==> src/rtl/sbx_pkg.sv <==
package sbx_pkg;
    typedef enum logic [2:0] {
        ST_IDLE  = 3'd0,
        ST_REQ   = 3'd1,
        ST_ADDR  = 3'd2,
        ST_CMD   = 3'd3,
        ST_DATA  = 3'd4,
        ST_DONE  = 3'd5,
        ST_ABORT = 3'd6
    } sbx_state_e;
endpackage

==> src/rtl/sbx_regfile.sv <==
module sbx_regfile #(
    parameter int AW = 4,
    parameter int DW = 16
) (
    input  logic          clk,
    input  logic          rst_n,
    input  logic          we,
    input  logic [AW-1:0] waddr,
    input  logic [DW-1:0] wdata,
    input  logic [AW-1:0] raddr,
    output logic [DW-1:0] rdata
);
    localparam int DEPTH = 1 << AW;

    logic [DW-1:0] words [DEPTH];

    for (genvar g = 0; g < DEPTH; g++) begin : g_word
        always_ff @(posedge clk) begin
            if (!rst_n) begin
                words[g] <= '0;
            end else if (we && (waddr == AW'(g))) begin
                words[g] <= wdata;
            end
        end
    end

    assign rdata = words[raddr];
endmodule

==> src/rtl/sbx_target.sv <==
module sbx_target #(
    parameter int AW = 4,
    parameter int DW = 16
) (
    input  logic          clk,
    input  logic          rst_n,
    input  logic          ale,
    input  logic          rd,
    input  logic          wr,
    input  logic [AW-1:0] addr,
    input  logic [DW-1:0] din,
    output logic [DW-1:0] dout,
    output logic          oe
);
    logic          store_en;
    logic [DW-1:0] array_q;
    logic          oe_q;
    logic [DW-1:0] dout_q;

    // capture only in a selected write cycle
    assign store_en = ale && wr;

    sbx_regfile #(.AW(AW), .DW(DW)) u_regs (
        .clk   (clk),
        .rst_n (rst_n),
        .we    (store_en),
        .waddr (addr),
        .wdata (din),
        .raddr (addr),
        .rdata (array_q)
    );

    // read strobe seen this cycle -> drive the word in the next one
    always_ff @(posedge clk) begin
        if (!rst_n) begin
            oe_q   <= 1'b0;
            dout_q <= '0;
        end else begin
            oe_q   <= ale && rd && !wr;
            dout_q <= (ale && rd) ? array_q : '0;
        end
    end

    assign oe   = oe_q;
    assign dout = dout_q;

    p_drive_after_rd_r5: assert property (@(posedge clk) disable iff (!rst_n)
        oe |-> $past(ale && rd));
    p_no_drive_write_r8: assert property (@(posedge clk) disable iff (!rst_n)
        oe |-> (ale && !wr));
endmodule

==> src/rtl/sbx_master.sv <==
module sbx_master
    import sbx_pkg::*;
#(
    parameter int AW          = 4,
    parameter int DW          = 16,
    parameter int GNT_TIMEOUT = 8
) (
    input  logic          clk,
    input  logic          rst_n,
    input  logic          cmd_valid,
    input  logic          cmd_write,
    input  logic [AW-1:0] cmd_addr,
    input  logic [DW-1:0] cmd_wdata,
    output logic          cmd_ready,
    output logic          rsp_done,
    output logic [DW-1:0] rsp_rdata,
    output logic          rsp_err,
    output logic          bus_req,
    input  logic          bus_gnt,
    output logic          bus_ale,
    output logic          bus_rd,
    output logic          bus_wr,
    output logic [AW-1:0] bus_addr,
    output logic [DW-1:0] m_data,
    output logic          m_oe,
    input  logic [DW-1:0] bus_din
);
    localparam int CW = $clog2(GNT_TIMEOUT + 1);
    localparam logic [CW-1:0] WAIT_LAST = CW'(GNT_TIMEOUT - 1);

    sbx_state_e    state, state_nx;
    logic          op_write;
    logic [AW-1:0] op_addr;
    logic [DW-1:0] op_wdata;
    logic [CW-1:0] wait_cnt;
    logic [DW-1:0] rdata_q;

    // state register
    always_ff @(posedge clk) begin
        if (!rst_n) state <= ST_IDLE;
        else        state <= state_nx;
    end

    // next state
    always_comb begin
        state_nx = state;
        unique case (state)
            ST_IDLE:  if (cmd_valid) state_nx = ST_REQ;
            ST_REQ: begin
                if (bus_gnt)                    state_nx = ST_ADDR;
                else if (wait_cnt == WAIT_LAST) state_nx = ST_ABORT;
            end
            ST_ADDR:  state_nx = ST_CMD;
            ST_CMD:   state_nx = ST_DATA;
            ST_DATA:  state_nx = ST_DONE;
            ST_DONE:  state_nx = ST_IDLE;
            ST_ABORT: state_nx = ST_IDLE;
            default:  state_nx = ST_IDLE;
        endcase
    end

    // command latch, wait counter, read capture
    always_ff @(posedge clk) begin
        if (!rst_n) begin
            op_write <= 1'b0;
            op_addr  <= '0;
            op_wdata <= '0;
            wait_cnt <= '0;
            rdata_q  <= '0;
        end else begin
            if (state == ST_IDLE) begin
                wait_cnt <= '0;
                if (cmd_valid) begin
                    op_write <= cmd_write;
                    op_addr  <= cmd_addr;
                    op_wdata <= cmd_wdata;
                end
            end
            if (state == ST_REQ && !bus_gnt) wait_cnt <= wait_cnt + 1'b1;
            if (state == ST_DATA && !op_write) rdata_q <= bus_din;
        end
    end

    // outputs
    always_comb begin
        cmd_ready = 1'b0;
        rsp_done  = 1'b0;
        rsp_err   = 1'b0;
        bus_req   = 1'b0;
        bus_ale   = 1'b0;
        bus_rd    = 1'b0;
        bus_wr    = 1'b0;
        m_oe      = 1'b0;
        unique case (state)
            ST_IDLE:  cmd_ready = 1'b1;
            ST_REQ:   bus_req   = 1'b1;
            ST_ADDR: begin
                bus_req = 1'b1;
                bus_ale = 1'b1;
            end
            ST_CMD: begin
                bus_req = 1'b1;
                bus_ale = 1'b1;
                bus_rd  = !op_write;
                m_oe    = op_write;
            end
            ST_DATA: begin
                bus_req = 1'b1;
                bus_ale = 1'b1;
                bus_wr  = op_write;
                m_oe    = op_write;
            end
            ST_DONE:  rsp_done = 1'b1;
            ST_ABORT: rsp_err  = 1'b1;
            default:  cmd_ready = 1'b0;
        endcase
    end

    assign bus_addr  = bus_ale ? op_addr : '0;
    assign m_data    = m_oe ? op_wdata : '0;
    assign rsp_rdata = rdata_q;

    p_ale_with_req_r3: assert property (@(posedge clk) disable iff (!rst_n)
        bus_ale |-> bus_req);
    p_ready_quiet_r2: assert property (@(posedge clk) disable iff (!rst_n)
        cmd_ready |-> !(bus_req || rsp_done || rsp_err));
    p_rd_after_addr_r5: assert property (@(posedge clk) disable iff (!rst_n)
        bus_rd |-> (bus_ale && $past(bus_ale)));
    p_rd_single_r5: assert property (@(posedge clk) disable iff (!rst_n)
        bus_rd |=> !bus_rd);
    p_wr_data_stable_r6: assert property (@(posedge clk) disable iff (!rst_n)
        bus_wr |-> (m_oe && $past(m_oe) && $stable(m_data)));
    p_strobe_excl_r5: assert property (@(posedge clk) disable iff (!rst_n)
        !(bus_rd && bus_wr));
    p_done_pulse_r7: assert property (@(posedge clk) disable iff (!rst_n)
        rsp_done |=> (!rsp_done && cmd_ready));
    p_done_released_r7: assert property (@(posedge clk) disable iff (!rst_n)
        rsp_done |-> !(bus_req || bus_ale || bus_rd || bus_wr));
    p_err_pulse_r9: assert property (@(posedge clk) disable iff (!rst_n)
        rsp_err |=> (!rsp_err && cmd_ready));
    p_err_after_wait_r9: assert property (@(posedge clk) disable iff (!rst_n)
        $rose(rsp_err) |-> ($past(bus_req) && !bus_req && !bus_ale));
endmodule

==> src/rtl/sbx_top.sv <==
module sbx_top #(
    parameter int AW          = 4,
    parameter int DW          = 16,
    parameter int GNT_TIMEOUT = 8
) (
    input  logic          clk,
    input  logic          rst_n,
    input  logic          cmd_valid,
    input  logic          cmd_write,
    input  logic [AW-1:0] cmd_addr,
    input  logic [DW-1:0] cmd_wdata,
    output logic          cmd_ready,
    output logic          rsp_done,
    output logic [DW-1:0] rsp_rdata,
    output logic          rsp_err,
    output logic          bus_req,
    input  logic          bus_gnt,
    output logic          bus_ale,
    output logic          bus_rd,
    output logic          bus_wr,
    output logic [AW-1:0] bus_addr,
    output logic [DW-1:0] bus_data,
    output logic          tgt_drive
);
    logic [DW-1:0] m_data;
    logic          m_oe;
    logic [DW-1:0] t_data;
    logic          t_oe;

    sbx_master #(.AW(AW), .DW(DW), .GNT_TIMEOUT(GNT_TIMEOUT)) u_master (
        .clk       (clk),
        .rst_n     (rst_n),
        .cmd_valid (cmd_valid),
        .cmd_write (cmd_write),
        .cmd_addr  (cmd_addr),
        .cmd_wdata (cmd_wdata),
        .cmd_ready (cmd_ready),
        .rsp_done  (rsp_done),
        .rsp_rdata (rsp_rdata),
        .rsp_err   (rsp_err),
        .bus_req   (bus_req),
        .bus_gnt   (bus_gnt),
        .bus_ale   (bus_ale),
        .bus_rd    (bus_rd),
        .bus_wr    (bus_wr),
        .bus_addr  (bus_addr),
        .m_data    (m_data),
        .m_oe      (m_oe),
        .bus_din   (bus_data)
    );

    sbx_target #(.AW(AW), .DW(DW)) u_target (
        .clk   (clk),
        .rst_n (rst_n),
        .ale   (bus_ale),
        .rd    (bus_rd),
        .wr    (bus_wr),
        .addr  (bus_addr),
        .din   (bus_data),
        .dout  (t_data),
        .oe    (t_oe)
    );

    // resolved data lines: whichever side drives, else zero
    always_comb begin
        if (m_oe)      bus_data = m_data;
        else if (t_oe) bus_data = t_data;
        else           bus_data = '0;
    end

    assign tgt_drive = t_oe;

    p_one_driver_r8: assert property (@(posedge clk) disable iff (!rst_n)
        !(m_oe && t_oe));
endmodule

==> config.mk <==
export PLATFORM = sky130hd
export DESIGN_NAME = sbx_top
export DESIGN_NICKNAME = d
export VERILOG_FILES = /design/src/rtl/sbx_pkg.sv /design/src/rtl/sbx_regfile.sv /design/src/rtl/sbx_target.sv /design/src/rtl/sbx_master.sv /design/src/rtl/sbx_top.sv
export SDC_FILE = /design/constraint.sdc
export NUM_CORES = 1
export LEC_CHECK = 0
export ABC_AREA = 1
export BUFFER_PORTS_ARGS = -buffer_cell sky130_fd_sc_hd__buf_2
export CORE_ASPECT_RATIO = 0.5
export CORE_UTILIZATION = 40
export DETAILED_ROUTE_END_ITERATION = 10
export HOLD_SLACK_MARGIN = 0.06
export PLACE_DENSITY_LB_ADDON = 0.05
export SLEW_MARGIN = 30
export SYNTH_ARGS = -nofsm -noshare
export SYNTH_HDL_FRONTEND = slang
export SYNTH_HIERARCHICAL = 1
export SYNTH_SLANG_ARGS = --single-unit
==> constraint.sdc <==
create_clock -name clk -period 3.2 [get_ports clk]
set_input_delay 0.48 -clock clk [delete_from_list [all_inputs] [get_ports clk]]
set_output_delay 0.48 -clock clk [all_outputs]
set_load 0.03 [all_outputs]
**After elaboration in Yosys (flattened, before gate mapping)**

Memories as Yosys holds them, arrays and structs flattened. A register that Yosys moved wholly into a read port is not among the register bits.
Index checks and enable logic that the tools add are counted.

- Register bits after elaboration: 45
- Memories: 1
- Logic and storage cells: 165
- Output and inout port bits: 44
- Input bits: 25
- Memory bits (writable): 256

Memories:

| name | words | width | rd ports | clocked after Yosys merged registers in | wr ports | line | RTL |
|---|---|---|---|---|---|---|---|
| u_target.u_regs.words | 16 | 16 | 1 | 1 | 16 | sbx_regfile.sv:15 | `logic [DW-1:0] words [DEPTH];` |

- Equal/unequal tests: 24
- Mux-type cells: 82
- Bitwise logic cells: 16
- Reductions and logical operators: 34
- Add/subtract/negate cells: 1

Operators with widths:

| operator | number |
|---|---|
| $mux W16 | 18 |
| $mux W1 | 57 |
| $eq A4 B4 Y1 const B | 8 |
| $logic_and A1 B1 Y1 | 21 |
| $eq A4 B3 Y1 const B | 5 |
| $or A1 B1 Y1 | 16 |
| $pmux W3 S5 | 1 |
| $mux W4 | 3 |
| $eq A3 B3 Y1 const B | 3 |
| $mux W3 | 3 |
| $eq A4 B2 Y1 const B | 2 |
| $eq A3 B2 Y1 const B | 2 |
| $reduce_and A2 Y1 | 3 |
| $add A4 B1 Y4 const B | 1 |
| $eq A4 B1 Y1 const B | 1 |
| $logic_not A1 Y1 | 4 |
| $logic_not A4 Y1 | 1 |
| $reduce_or A4 Y1 | 1 |
| $eq A3 B1 Y1 const B | 1 |
| $logic_not A3 Y1 | 1 |
| $ne A3 B2 Y1 const B | 1 |
| $reduce_or A3 Y1 | 1 |
| $ne A2 B2 Y1 const B | 1 |
| $reduce_bool A2 Y1 | 1 |
| $reduce_or A2 Y1 | 1 |

**Longest topological paths before layout**

Gate-level depths: netlist of the first run.

- Word-level depth: 10
- Depth in mapped cells: 16
- Depth with buffers taken out: 14

**Hierarchy**

The synthesis of the first run kept the hierarchy.

Modules (own cells, without submodules):

| module | cells an instance | area each (sq um) | seq. area each (sq um) | times used |
|---|---|---|---|---|
| sbx_regfile | 1398 | 12340.6 | 7687.4 | 1 |
| sbx_master | 274 | 1919.3 | 880.8 | 1 |
| sbx_target | 54 | 530.5 | 340.3 | 1 |
| sbx_top | 54 | 359.1 | 0.0 | 1 |

**Worst setup path after synthesis of the first run**

OpenSTA, ideal clock, no wires.

- Path kind: register to register
- Start: register u_master.state[0]
- End: memory u_target.u_regs.words[14][0], enable pin
- Period minus slack after synthesis: 3.786 ns
- Path buffers: 0
- Arrival time: 3.375 ns
- Path slack: -0.586 ns
- Stages on the path, launching flop included: 10
- Setup time: 0.411 ns
- Path through: dfxtp_1 > nor2_4 > nand2_1 > nand2_1 > inv_1 > nor2_1 > inv_1 > nor2_1 > nand2_1 > o21ai_0

RTL lines:

| item | line | RTL |
|---|---|---|
| from (decl) | sbx_master.sv:31 | `sbx_state_e state, state_nx;` |
| from (signal assigned) | sbx_master.sv:41 | `else state <= state_nx;` |
| to (decl) | sbx_regfile.sv:15 |  |

**Worst setup path after layout of the first run**

- Start: register u_master.state[0]
- End: output bus_addr[0]

- Cells in the longest elaborated chain, start to end: 4
- Elaborated cells between the ends (all ways): 6
- Those cells by class: eq/ne (3); mux (2); reduce/logical (1)

RTL lines:

| item | line | RTL |
|---|---|---|
| $eq A3 B2 Y1 / $eq A3 B3 Y1 (equally long branches) | sbx_master.sv:94 | `unique case (state)` |
| $reduce_or A3 Y1 (no line) * | -- |  |
| $mux W1 * | sbx_master.sv:94 |  |
| $mux W4 * | sbx_master.sv:119 | `assign bus_addr = bus_ale ? op_addr : '0;` |
| to (decl) | sbx_top.sv:21 | `output logic [AW-1:0] bus_addr,` |

Every way passes the cells marked *; elsewhere a longest branch is shown, timed or not.

==> load_flow_metrics.sql, run 1 <==
INSERT INTO impl_metrics (metric_group, metric, value, unit) VALUES
('global_route', 'wire_length_of_the_first_global_routing_pass', '67300', 'microns'),
('yosys', 'post_synth_num_cell_types', '29', ''),
('yosys', 'post_synth.cell_area_avg', '8.51', 'sq um'),
('cells_and_area', 'sequential_cell_area', '8910', 'sq um'),
('worst_setup_path', 'cp_slowest_cell', 'sky130_fd_sc_hd__dfxtp_1', ''),
('cells_and_area', 'final_layout_size_suffix_gt1_share', '12.6', '%'),
('global_route', 'global_route_usage_over_all_layers', '23.0', '%'),
('clock_tree', 'source_to_sink_clock_delay_at_the_later_pin_of_the_worst_skew_pair', '580', 'ps'),
('timing', 'report.final.slew_viol_count', '0', ''),
('cells_and_area', 'final.fill_count', '3583', ''),
('timing', 'whs', '166', 'ps'),
('yosys', 'synth-seq-area-share', '58.8', '%'),
('drt', 'drt.antenna.violating_nets', '0', ''),
('timing', 'unrepaired_setup_endpoints_after_global_routing', 'true', ''),
('outcome', 'run_status', 'completed', ''),
('cells_and_area', 'final_nets', '1868', ''),
('timing', 'skew', '17.9', 'ps'),
('worst_setup_path', 'critPathCaptureType', 'primary output', ''),
('placed_design', 'place.detailed.hpwl', '28200', 'microns'),
('worst_setup_path', 'critPathMaxStageDelay', '380', 'ps'),
('clock_tree', 'cts_buffers', '31', ''),
('yosys', 'combinational_family_with_the_most_area_after_synthesis', 'simple AND/OR/NAND/NOR gates', ''),
('drt', 'drt_first_iter_violations', '1087', ''),
('timing', 'report.final.hold_viol_count', '0', ''),
('floorplanning', 'core.rowCount', '49', ''),
('floorplanning', 'die_w', '277', 'microns'),
('clock_tree', 'clk_pin_slew_worst_paths', '70', 'ps'),
('yosys', 'synth_fp_nets', '1806', ''),
('floorplanning', 'floorplan.die.height', '140', 'microns'),
('worst_hold_path', 'worst_hold_path_type', 'in2reg', ''),
('worst_setup_path', 'path_delay_family', 'buffers and inverters', ''),
('run', 'drv_cap', '0', ''),
('drt', 'post_drt_wl_per_cell', '19.0', 'microns'),
('yosys', 'synth.cell_area', '15100', 'sq um'),
('worst_setup_path', 'cp.arrival', '2620', 'ps'),
('drt', 'detailedRoute.firstPassIterationCount', '5', ''),
('cells_and_area', 'area_taken_by_multi_input_logic_gates', '4660', 'sq um'),
('floorplanning', 'fp.dieArea', '38700', 'sq um'),
('yosys', 'post_synthesis_compound_gate_area_fraction', '2.40', '%'),
('drt', 'post-route-drc-count', '0', ''),
('clock_tree', 'cts_hold_repair.buffers', '0', ''),
('placed_design', 'globalplace.congestion', '0.860', ''),
('yosys', 'synth_area_in_xor_xnor', '0', '%'),
('placed_design', 'placement.io_buffers', '68', ''),
('global_route', 'first_global_vias', '10979', ''),
('cells_and_area', 'final_cell_area', '17200', 'sq um'),
('drt', 'via_count', '11872', ''),
('clock_tree', 'cts-htree-levels', '1', ''),
('timing', 'period_minus_slack', '3100', 'ps'),
('floorplanning', 'core_area', '36600', 'sq um'),
('pwr', 'power.density', '530', 'nW/um^2'),
('yosys', 'yosys-mux-area-fraction', '0', '%'),
('worst_setup_path', 'crit_chain', 'nor2_4, nand2_1, nand2_1, inv_1, nor2_4, buf_12, buf_2', ''),
('pwr', 'static-leakage-power', '6.97', 'nW'),
('worst_setup_path', 'worst-path-buf-inv', '3', ''),
('placed_design', 'placedInstanceArea', '16100', 'sq um'),
('worst_setup_path', 'worst_path_maximum_fanout', '55', ''),
('clock_tree', 'tritoncts', 'built', ''),
('global_route', 'sum_of_overflow_across_all_layers_after_global_routing', '0', ''),
('timing', 'fin_crit_sh', '97.0', '%'),
('clock_tree', 'clockBufferDepth', '3', ''),
('timing', 'setup_viol', '0', ''),
('clock_tree', 'clock_sink_count', '317', ''),
('worst_setup_path', 'timing.setup.critical_path_class', 'reg2out', ''),
('floorplanning', 'io_pins', '69', ''),
('pwr', 'ir_drop_worst_vdd', '0.327', 'mV'),
('floorplanning', 'start_util', '41.4', '%'),
('drt', 'postRouteWirelength', '44600', 'microns'),
('drt', 'drt-vias-per-instance', '5.05', ''),
('worst_setup_path', 'crit_path_start_kind', 'register', ''),
('yosys', 'synth_seq_cells', '317', '');
==> synthesized netlist by cell type <==
library cell	n	area [sq um]
sky130_fd_sc_hd__inv_1	280	1050
sky130_fd_sc_hd__o21ai_0	26	130
sky130_fd_sc_hd__inv_2	3	11.3
sky130_fd_sc_hd__nand2_1	417	1570
sky130_fd_sc_hd__nor3_4	2	32.5
sky130_fd_sc_hd__buf_1	14	52.6
sky130_fd_sc_hd__edfxtp_1	256	7690
sky130_fd_sc_hd__nor2_1	298	1120
sky130_fd_sc_hd__clkbuf_8	1	13.8
sky130_fd_sc_hd__buf_6	7	78.8
sky130_fd_sc_hd__buf_12	2	40.0
sky130_fd_sc_hd__nor3_1	3	15.0
sky130_fd_sc_hd__buf_4	4	30.0
sky130_fd_sc_hd__buf_2	28	140
sky130_fd_sc_hd__nor2_4	2	22.5
sky130_fd_sc_hd__nand2_2	13	81.3
sky130_fd_sc_hd__nand4_1	9	56.3
sky130_fd_sc_hd__nor2_2	9	56.3
sky130_fd_sc_hd__o21bai_1	1	7.51
sky130_fd_sc_hd__nand3_2	11	110
sky130_fd_sc_hd__clkinv_1	1	3.75
sky130_fd_sc_hd__dfxtp_1	61	1220
sky130_fd_sc_hd__o21ai_1	2	10.0
sky130_fd_sc_hd__ha_1	1	12.5
sky130_fd_sc_hd__clkbuf_1	51	191
sky130_fd_sc_hd__inv_8	1	11.3
sky130_fd_sc_hd__nand3_1	233	1170
sky130_fd_sc_hd__a21oi_1	43	215
sky130_fd_sc_hd__nand3_4	1	17.5
==> routing by layer <==
metal	part of all wire, %	GRT usage, %	routed length (microns)	vias up
met3	8.8	5.66	3930	46
met1	48	34.3	21200	5697
met4	1.3	3.77	592	0
met5	0	0	0	-
li1	-	-	-	5720
met2	42	34.1	18900	409
==> cell type report <==
type,count,share of cell area (%)
Tap cell,484,3.53
Sequential cell,317,51.9
Clock inverter,14,0.736
Inverter,285,6.31
Multi-Input combinational cell,1071,27.2
Timing Repair Buffer,136,5.32
Clock buffer,44,5.09
==> logic make-up after synthesis <==
group / Yosys count
AOI/OAI and AO/OA: 72
buffers and inverters: 392
and+or+nand+nor: 998
DFF: 317
adders and majority gates: 1
==> flip-flops by register name (all words and copies together) (netlist names) <==
name / count
u_master/op_addr: 4
u_master/op_wdata: 16
u_master/op_write: 1
u_master/rsp_rdata: 16
u_master/state: 3
u_master/wait_cnt: 4
u_target/dout: 16
u_target/oe: 1
u_target/u_regs/words: 256
==> worst min-delay path, cell delays in order <==
cell and delay, ps:
sky130_fd_sc_hd__buf_2 100, sky130_fd_sc_hd__nand3_1 70, sky130_fd_sc_hd__a21oi_1 60
==> final timing paths <==
path | startpoint | end | slack (ps) | cells after the start
setup / recovery | u_master/state[0] | bus_addr[0] | 100 | 7
hold reg to reg | u_master/rsp_rdata[10] | u_master/rsp_rdata[10] | 440 | 2
setup reg to reg | u_master/state[0] | u_target/dout[11] | 230 | 13
hold / removal | cmd_write | u_master/op_write | 170 | 3
==> what timing repair did <==
action	in CTS	in global routing
buffers inserted	0	3
pin swaps	0	2
gates resized for setup	1	6
setup endpoints to repair	1	19
==> cell usage in the layout (no fill, tap or decap), types with 6 or more instances in the layout <==
cell type                     n
sky130_fd_sc_hd__a21oi_1     43
sky130_fd_sc_hd__buf_2       68
sky130_fd_sc_hd__buf_4       63
sky130_fd_sc_hd__clkbuf_1     8
sky130_fd_sc_hd__clkbuf_16   31
sky130_fd_sc_hd__clkinv_2     6
sky130_fd_sc_hd__dfxtp_1     61
sky130_fd_sc_hd__edfxtp_1   256
sky130_fd_sc_hd__inv_1      278
sky130_fd_sc_hd__nand2_1    417
sky130_fd_sc_hd__nand2_2     12
sky130_fd_sc_hd__nand3_1    232
sky130_fd_sc_hd__nand3_2     12
sky130_fd_sc_hd__nand4_1      9
sky130_fd_sc_hd__nor2_1     294
sky130_fd_sc_hd__nor2_2      10
sky130_fd_sc_hd__o21ai_0     18
sky130_fd_sc_hd__o21ai_1      7
==> power breakdown <==
part	internal (mW)	switching, mW	leakage [nW]
Clock	2.06	1.62	0.493
Combinational	0.212	0.557	3.34
Sequential	4.59	0.0647	3.14
Total	6.87	2.24	6.97
==> per-stage QoR <==
step / cells / utilization (%) / total power, mW / worst slack [ps] / TNS [ps]
after floorplan: 1780 / - / 5.26 / -166 / -12740
after global placement: 2290 / 44.1 / 5.50 / 363 / 0
after detailed placement: 2290 / 44.1 / 5.51 / 261 / 0
after CTS: 2348 / 46.8 / 9.19 / 26.1 / 0
after global routing: 2351 / 46.9 / 9.44 / -79.6 / -79.6
final: 2351 / 46.9 / 9.11 / 95.3 / 0
Power figures use the tool's default switching activity.
==> run 2: changes to the inputs <==
Settings changed: SYNTH_HIERARCHICAL 1 to unset.
==> load_flow_metrics.sql, run 2 <==
INSERT INTO impl_metrics (metric_group, metric, value, unit) VALUES
('outcome', 'run_status', 'completed', ''),
('drt', 'post-route-drc-count', '0', ''),
('cells_and_area', 'final_layout_size_suffix_gt1_share', '12.8', '%'),
('yosys', 'async_flop_share', '0', '%'),
('yosys', 'synth_fp_nets', '1695', ''),
('drt', 'postRouteWirelength', '45900', 'microns'),
('yosys', 'leading_cell_types_by_total_area_after_synthesis', 'sky130_fd_sc_hd__edfxtp_1 (52%), sky130_fd_sc_hd__nand2_1 (18%), sky130_fd_sc_hd__dfxtp_1 (8.3%)', ''),
('drt', 'via_count', '11273', ''),
('worst_setup_path', 'cp.arrival', '2420', 'ps'),
('clock_tree', 'cts_hold_repair.buffers', '0', ''),
('global_route', 'first_global_vias', '10617', ''),
('global_route', 'global_route_usage_over_all_layers', '24.7', '%'),
('worst_setup_path', 'timing.setup.critical_path_class', 'reg2out', ''),
('timing', 'report.final.slew_viol_count', '0', ''),
('worst_setup_path', 'crit_path_start_kind', 'register', ''),
('worst_setup_path', 'worst_setup_path_endpoint', 'bus_addr[1]', ''),
('yosys', 'post_synth_num_cell_types', '30', ''),
('timing', 'worst_margin_slew', '717', 'ps'),
('timing', 'unrepaired_setup_endpoints_after_global_routing', 'false', ''),
('yosys', 'yosysTopAreaCellShare', '52.3', '%'),
('floorplanning', 'floorplan.die.height', '138', 'microns'),
('global_route', 'wire_length_of_the_first_global_routing_pass', '67500', 'microns'),
('worst_hold_path', 'min-delay-start', 'cmd_wdata[2]', ''),
('floorplanning', 'die_w', '273', 'microns'),
('timing', 'period_minus_slack', '2900', 'ps'),
('yosys', 'ys_top_cells_by_count', 'sky130_fd_sc_hd__nand2_1 (696), sky130_fd_sc_hd__nor2_1 (297), sky130_fd_sc_hd__edfxtp_1 (256), sky130_fd_sc_hd__buf_2 (63), sky130_fd_sc_hd__dfxtp_1 (61)', ''),
('worst_setup_path', 'crit_path_frequent_cell', 'sky130_fd_sc_hd__nor2_2', ''),
('clock_tree', 'clock_sink_count', '317', ''),
('worst_setup_path', 'critical_register_to_register_path_endpoint', 'u_target.u_regs.words[0][2]', ''),
('cells_and_area', 'largest_register_ff_count', '256', ''),
('clock_tree', 'cts_repair_resize_count', '0', ''),
('yosys', 'synthCells', '1669', ''),
('yosys', 'synth.cell_area', '14700', 'sq um'),
('placed_design', 'place.detailed.hpwl', '29400', 'microns'),
('worst_setup_path', 'reg2reg_depth', '10', ''),
('cells_and_area', 'leading_cell_types_in_the_layout_fill_and_taps_excluded', 'sky130_fd_sc_hd__nand2_1 (695), sky130_fd_sc_hd__nor2_1 (297), sky130_fd_sc_hd__edfxtp_1 (256), sky130_fd_sc_hd__buf_2 (67), sky130_fd_sc_hd__dfxtp_1 (61)', ''),
('drt', 'detailedRoute.firstPassIterationCount', '5', ''),
('worst_setup_path', 'crit_chain', 'nor2_2, nor2_2, nor2_4, nand2_2, inv_2, buf_4, buf_2', ''),
('pwr', 'ir_drop_worst_vdd', '0.409', 'mV'),
('timing', 'slew_headroom', '52.2', '%'),
('yosys', 'post_synth.cell_area_avg', '8.80', 'sq um'),
('cells_and_area', 'post_layout_utilization_of_the_core', '45.7', '%'),
('yosys', 'synth_area_leader_cell', 'sky130_fd_sc_hd__edfxtp_1', ''),
('timing', 'fin_crit_sh', '90.6', '%'),
('yosys', 'synth_top_flop_cell', 'sky130_fd_sc_hd__edfxtp_1', ''),
('worst_setup_path', 'worst_path_maximum_fanout', '24', ''),
('clock_tree', 'post-cts-setup-buffers', '0', ''),
('placed_design', 'placement.io_buffers', '68', ''),
('floorplanning', 'start_util', '40.8', '%'),
('global_route', 'sum_of_overflow_across_all_layers_after_global_routing', '0', ''),
('cells_and_area', 'max_flop_register', 'u_target.u_regs.words', ''),
('worst_setup_path', 'cp_slowest_cell', 'sky130_fd_sc_hd__dfxtp_1', ''),
('clock_tree', 'cts_root_buf', 'sky130_fd_sc_hd__clkbuf_16', ''),
('cells_and_area', 'area_growth_syn_to_layout', '12.0', '%'),
('cells_and_area', 'layout.cells.most_common', 'sky130_fd_sc_hd__nand2_1', ''),
('timing', 'setup_viol', '0', ''),
('timing', 'whs', '188', 'ps'),
('worst_setup_path', 'critical_path.startpoint', 'u_master.state[0]', ''),
('worst_hold_path', 'worst_hold_path_type', 'in2reg', ''),
('worst_setup_path', 'critical_path.reg2reg.startpoint', 'u_master.state[0]', ''),
('clock_tree', 'cts_buffers', '31', ''),
('worst_setup_path', 'worst-endpoint-required', '2720', 'ps'),
('pwr', 'power.density', '554', 'nW/um^2'),
('floorplanning', 'core.rowCount', '49', ''),
('yosys', 'number_of_enable_flip_flop_cells_after_synthesis', '256', ''),
('run', 'drv_cap', '0', ''),
('timing', 'report.final.hold_viol_count', '0', ''),
('drt', 'drt_first_iter_violations', '1047', ''),
('placed_design', 'globalplace.congestion', '0.859', ''),
('timing', 'fmax', '345', 'MHz'),
('yosys', 'ys_warn_count', '0', ''),
('yosys', 'synth_seq_cells', '317', ''),
('timing', 'finalSetupTns', '0', 'ps'),
('drt', 'post_drt_wl_per_cell', '20.7', 'microns'),
('global_route', 'maximum_number_of_pins_on_one_net_before_global_route_repair', '60', ''),
('drt', 'drt-vias-per-instance', '5.09', ''),
('clock_tree', 'clk_pin_slew_worst_paths', '60', 'ps'),
('timing', 'skew', '13.5', 'ps'),
('worst_setup_path', 'timing.reg2reg.setup_slack', '530', 'ps'),
('clock_tree', 'tritoncts', 'built', ''),
('cells_and_area', 'final_nets', '1731', ''),
('clock_tree', 'clockBufferDepth', '3', ''),
('clock_tree', 'cts-htree-levels', '1', ''),
('yosys', 'synth-seq-area-share', '60.6', '%'),
('clock_tree', 'source_to_sink_clock_delay_at_the_later_pin_of_the_worst_skew_pair', '570', 'ps'),
('global_route', 'antenna_found_initial', '0', ''),
('floorplanning', 'fp.dieArea', '37500', 'sq um'),
('worst_setup_path', 'critPathMaxStageDelay', '390', 'ps'),
('drt', 'drt.antenna.violating_nets', '0', ''),
('worst_setup_path', 'critPathCaptureType', 'primary output', ''),
('floorplanning', 'core_area', '36000', 'sq um'),
('yosys', 'synth_most_common_cell', 'sky130_fd_sc_hd__nand2_1', ''),
('floorplanning', 'io_pins', '69', ''),
('pwr', 'static-leakage-power', '6.74', 'nW');
[run 2: changes by cell type after synthesis, moves of 5 or more]
cell,delta
sky130_fd_sc_hd__nand2_1,+279
sky130_fd_sc_hd__inv_1,-237
sky130_fd_sc_hd__nand3_1,-191
sky130_fd_sc_hd__buf_2,+35
sky130_fd_sc_hd__clkbuf_1,-32
sky130_fd_sc_hd__inv_2,+24
sky130_fd_sc_hd__o21ai_0,+24
sky130_fd_sc_hd__o21ai_1,+18
sky130_fd_sc_hd__a21oi_1,-17
sky130_fd_sc_hd__nand3_4,+14
sky130_fd_sc_hd__nand2_2,-10
sky130_fd_sc_hd__nand3_2,-9
sky130_fd_sc_hd__buf_1,-8
sky130_fd_sc_hd__nor2_2,-5
[run 2: logic make-up (layout without fill, tap and decap cells)]
group                      after synthesis  after routing  share of synthesized area (%)
xor gates and xnor gates                 1              1                         0.0596
DFF                                    317            317                           60.6
and+or+nand+nor                       1073           1073                           29.9
AOI/OAI and AO/OA                       99             99                           3.45
buffers and inverters                  178            238                           5.84
other                                    0              1                              0
adders and majority gates                1              1                         0.0852
[run 2: stage by stage]
stage	worst slack (ps)	power (mW)	instances	area [sq um]
final	301	9.11	2214	16500
after global routing	162	9.40	2213	16500
after CTS	291	9.16	2213	16500
after detailed placement	546	5.40	2156	15400
after global placement	655	5.39	2156	15400
after floorplan	57.0	5.17	1669	14700
[run 2: critical path: cells and delay by family (launching register included)]
family	cells	cell delay (ps)
simple gates	4	720
flops	1	390
buf+inv	3	710
[run 2: final cells by class]
type,count,area (sq um)
Inverter,72,274
Multi-Input combinational cell,1174,4930
Sequential cell,317,8910
Timing Repair Buffer,109,701
Antenna cell,1,2.50
Clock inverter,11,136
Clock buffer,46,898
Fill cell,3588,19600
Tap cell,484,606
[run 2: worst min-delay path by stage]
stage	endpoint	slack (ps)	depth (start not counted)
3_3_place_gp	u_master.op_wdata[3]	440	2
4_1_cts	u_master.op_wdata[2]	170	3
3_5_place_dp	u_master.op_wdata[8]	450	2
5_1_grt	u_master.op_wdata[2]	180	3
2_1_floorplan	u_master.op_wdata[0]	430	2
6_report	u_master.op_wdata[2]	190	3
[run 2: per-layer routing]
layer / global-route usage (%) / up-vias / share of wire, %
li1: - / 5396 / -
met1: 37.3 / 5457 / 49
met2: 37.1 / 378 / 43
met3: 4.88 / 42 / 7.5
met4: 3.38 / 0 / 1.3
met5: 0 / - / 0
[run 2: where the power goes]
part / total (mW) / internal (mW) / switching [mW]
sequential: 4.65 / 4.59 / 0.0598
clock: 3.80 / 2.18 / 1.62
combinational: 0.667 / 0.174 / 0.493
total: 9.11 / 6.94 / 2.17
==> run 3: changes to the inputs <==
Settings changed: CORE_UTILIZATION 40 to 56, GPL_ROUTABILITY_DRIVEN set to 0.
==> load_flow_metrics.sql, run 3 (synthesis gave the netlist of run 2 again) <==
INSERT INTO impl_metrics (metric_group, metric, value, unit) VALUES
('timing', 'final_critical_path_setup_slack', '175', 'ps'),
('drt', 'drt-vias-per-instance', '5.47', ''),
('cells_and_area', 'max_flop_register', 'u_target.u_regs.words', ''),
('cells_and_area', 'largest_register_ff_count', '256', ''),
('timing', 'unrepaired_setup_endpoints_after_global_routing', 'false', ''),
('cells_and_area', 'final_layout_size_suffix_gt1_share', '12.3', '%'),
('clock_tree', 'cts_repair_resize_count', '0', ''),
('clock_tree', 'tritoncts', 'built', ''),
('cells_and_area', 'final_cell_area', '16200', 'sq um'),
('clock_tree', 'cts_root_buf', 'sky130_fd_sc_hd__clkbuf_16', ''),
('timing', 'fmax', '331', 'MHz'),
('clock_tree', 'cts_buffers', '29', ''),
('floorplanning', 'io_pins', '69', ''),
('timing', 'fin_crit_sh', '94.5', '%'),
('clock_tree', 'cts-htree-levels', '1', ''),
('global_route', 'first_global_vias', '10318', ''),
('floorplanning', 'core_area', '25500', 'sq um'),
('timing', 'skew', '19.2', 'ps'),
('timing', 'period_minus_slack', '3030', 'ps'),
('worst_setup_path', 'crit_path_start_kind', 'register', ''),
('drt', 'drt.antenna.violating_nets', '0', ''),
('timing', 'worst_margin_slew', '692', 'ps'),
('clock_tree', 'clockBufferDepth', '3', ''),
('drt', 'post_drt_wl_per_cell', '19.2', 'microns'),
('pwr', 'ir_drop_worst_vdd', '0.316', 'mV'),
('timing', 'finalSetupTns', '0', 'ps'),
('drt', 'drt_first_iter_violations', '1265', ''),
('clock_tree', 'clock_sink_count', '317', ''),
('pwr', 'static-leakage-power', '6.68', 'nW'),
('pwr', 'power.density', '548', 'nW/um^2'),
('placed_design', 'placement.io_buffers', '68', ''),
('timing', 'slew_headroom', '53.8', '%'),
('placed_design', 'placedInstanceArea', '15200', 'sq um'),
('clock_tree', 'cts_hold_repair.buffers', '0', ''),
('worst_setup_path', 'reg2reg_depth', '9', ''),
('cells_and_area', 'final.fill_count', '2160', ''),
('global_route', 'maximum_number_of_pins_on_one_net_before_global_route_repair', '66', ''),
('cells_and_area', 'area_growth_syn_to_layout', '10.2', '%'),
('clock_tree', 'post-cts-setup-buffers', '0', ''),
('global_route', 'antenna_found_initial', '0', ''),
('drt', 'via_count', '11283', ''),
('drt', 'detailedRoute.firstPassIterationCount', '5', ''),
('floorplanning', 'die_w', '231', 'microns'),
('cells_and_area', 'post_layout_utilization_of_the_core', '63.5', '%'),
('timing', 'report.final.hold_viol_count', '0', ''),
('worst_hold_path', 'timing.hold.worst_path_depth', '3', ''),
('timing', 'setup_viol', '0', ''),
('placed_design', 'pre_cts_ws', '453', 'ps'),
('worst_setup_path', 'timing.setup.critical_path_class', 'reg2out', ''),
('worst_setup_path', 'critPathCaptureType', 'primary output', ''),
('cells_and_area', 'layout.cells.most_common', 'sky130_fd_sc_hd__nand2_1', ''),
('global_route', 'global_route_usage_over_all_layers', '29.7', '%'),
('outcome', 'run_status', 'completed', ''),
('global_route', 'sum_of_overflow_across_all_layers_after_global_routing', '0', ''),
('clock_tree', 'clk_pin_slew_worst_paths', '70', 'ps'),
('worst_hold_path', 'worst_hold_path_type', 'in2reg', ''),
('worst_setup_path', 'cp.arrival', '2550', 'ps'),
('floorplanning', 'core.rowCount', '41', ''),
('worst_setup_path', 'worst_path_maximum_fanout', '65', ''),
('run', 'drv_cap', '0', ''),
('floorplanning', 'floorplan.die.height', '117', 'microns'),
('floorplanning', 'start_util', '57.6', '%'),
('placed_design', 'place.detailed.hpwl', '25700', 'microns'),
('cells_and_area', 'num_antenna_cells', '0', ''),
('cells_and_area', 'leading_cell_types_in_the_layout_fill_and_taps_excluded', 'sky130_fd_sc_hd__nand2_1 (694), sky130_fd_sc_hd__nor2_1 (297), sky130_fd_sc_hd__edfxtp_1 (256), sky130_fd_sc_hd__buf_2 (68), sky130_fd_sc_hd__dfxtp_1 (61)', ''),
('global_route', 'wire_length_of_the_first_global_routing_pass', '59700', 'microns'),
('drt', 'post-route-drc-count', '0', ''),
('timing', 'report.final.slew_viol_count', '0', ''),
('clock_tree', 'source_to_sink_clock_delay_at_the_later_pin_of_the_worst_skew_pair', '560', 'ps'),
('cells_and_area', 'final_nets', '1722', ''),
('drt', 'postRouteWirelength', '39600', 'microns'),
('worst_setup_path', 'worst-endpoint-required', '2720', 'ps'),
('floorplanning', 'fp.dieArea', '26900', 'sq um');
[run 3: critical path: stages (launching register included)]
cell	delay (ps)
sky130_fd_sc_hd__dfxtp_1	400
sky130_fd_sc_hd__nor2_2	220
sky130_fd_sc_hd__nor2_2	110
sky130_fd_sc_hd__nor2_4	390
sky130_fd_sc_hd__nand2_2	200
sky130_fd_sc_hd__inv_2	130
sky130_fd_sc_hd__buf_12	270
sky130_fd_sc_hd__buf_2	260
[run 3: layer usage]
metal | wire length, microns | track usage [%] | vias to the layer above | share of wire, %
li1 | - | - | 5370 | -
met3 | 4940 | 9.28 | 51 | 12
met1 | 17800 | 44.3 | 5305 | 45
met5 | 0 | 0 | - | 0
met4 | 703 | 6.09 | 0 | 1.8
met2 | 16200 | 42.2 | 557 | 41
[run 3: report_power, final]
group          switching [mW]  total [mW]  internal [mW]
clock network            1.55        3.57           2.02
logic                   0.484       0.653          0.169
registers              0.0585        4.64           4.59
total                    2.09        8.86           6.77
[run 3: final timing paths]
kind / start / to / slack (ps)
worst min register to register: u_master.op_wdata[6] / u_master.op_wdata[6] / 450
worst max register to register: u_master.state[0] / u_target.u_regs.words[1][12] / 440
worst min-delay path: cmd_wdata[15] / u_master.op_wdata[15] / 210
worst max-delay path: u_master.state[0] / bus_addr[1] / 170
[run 3: cell type report]
class | count | area (sq um) | area share, %
Multi-Input combinational cell | 1175 | 4950 | 30.6
Timing Repair Buffer | 101 | 651 | 4.02
Sequential cell | 317 | 8910 | 55.0
Clock inverter | 16 | 133 | 0.820
Tap cell | 344 | 430 | 2.66
Inverter | 72 | 273 | 1.69
Clock buffer | 37 | 840 | 5.19
[run 3: stage by stage]
step                power (mW)  hold WS [ps]  std cells
floorplan                 5.17           430       1669
global placement          5.35           441       2008
detailed placement        5.37           446       2008
CTS                       8.86           192       2061
global route              9.10           226       2062
finish                    8.86           205       2062
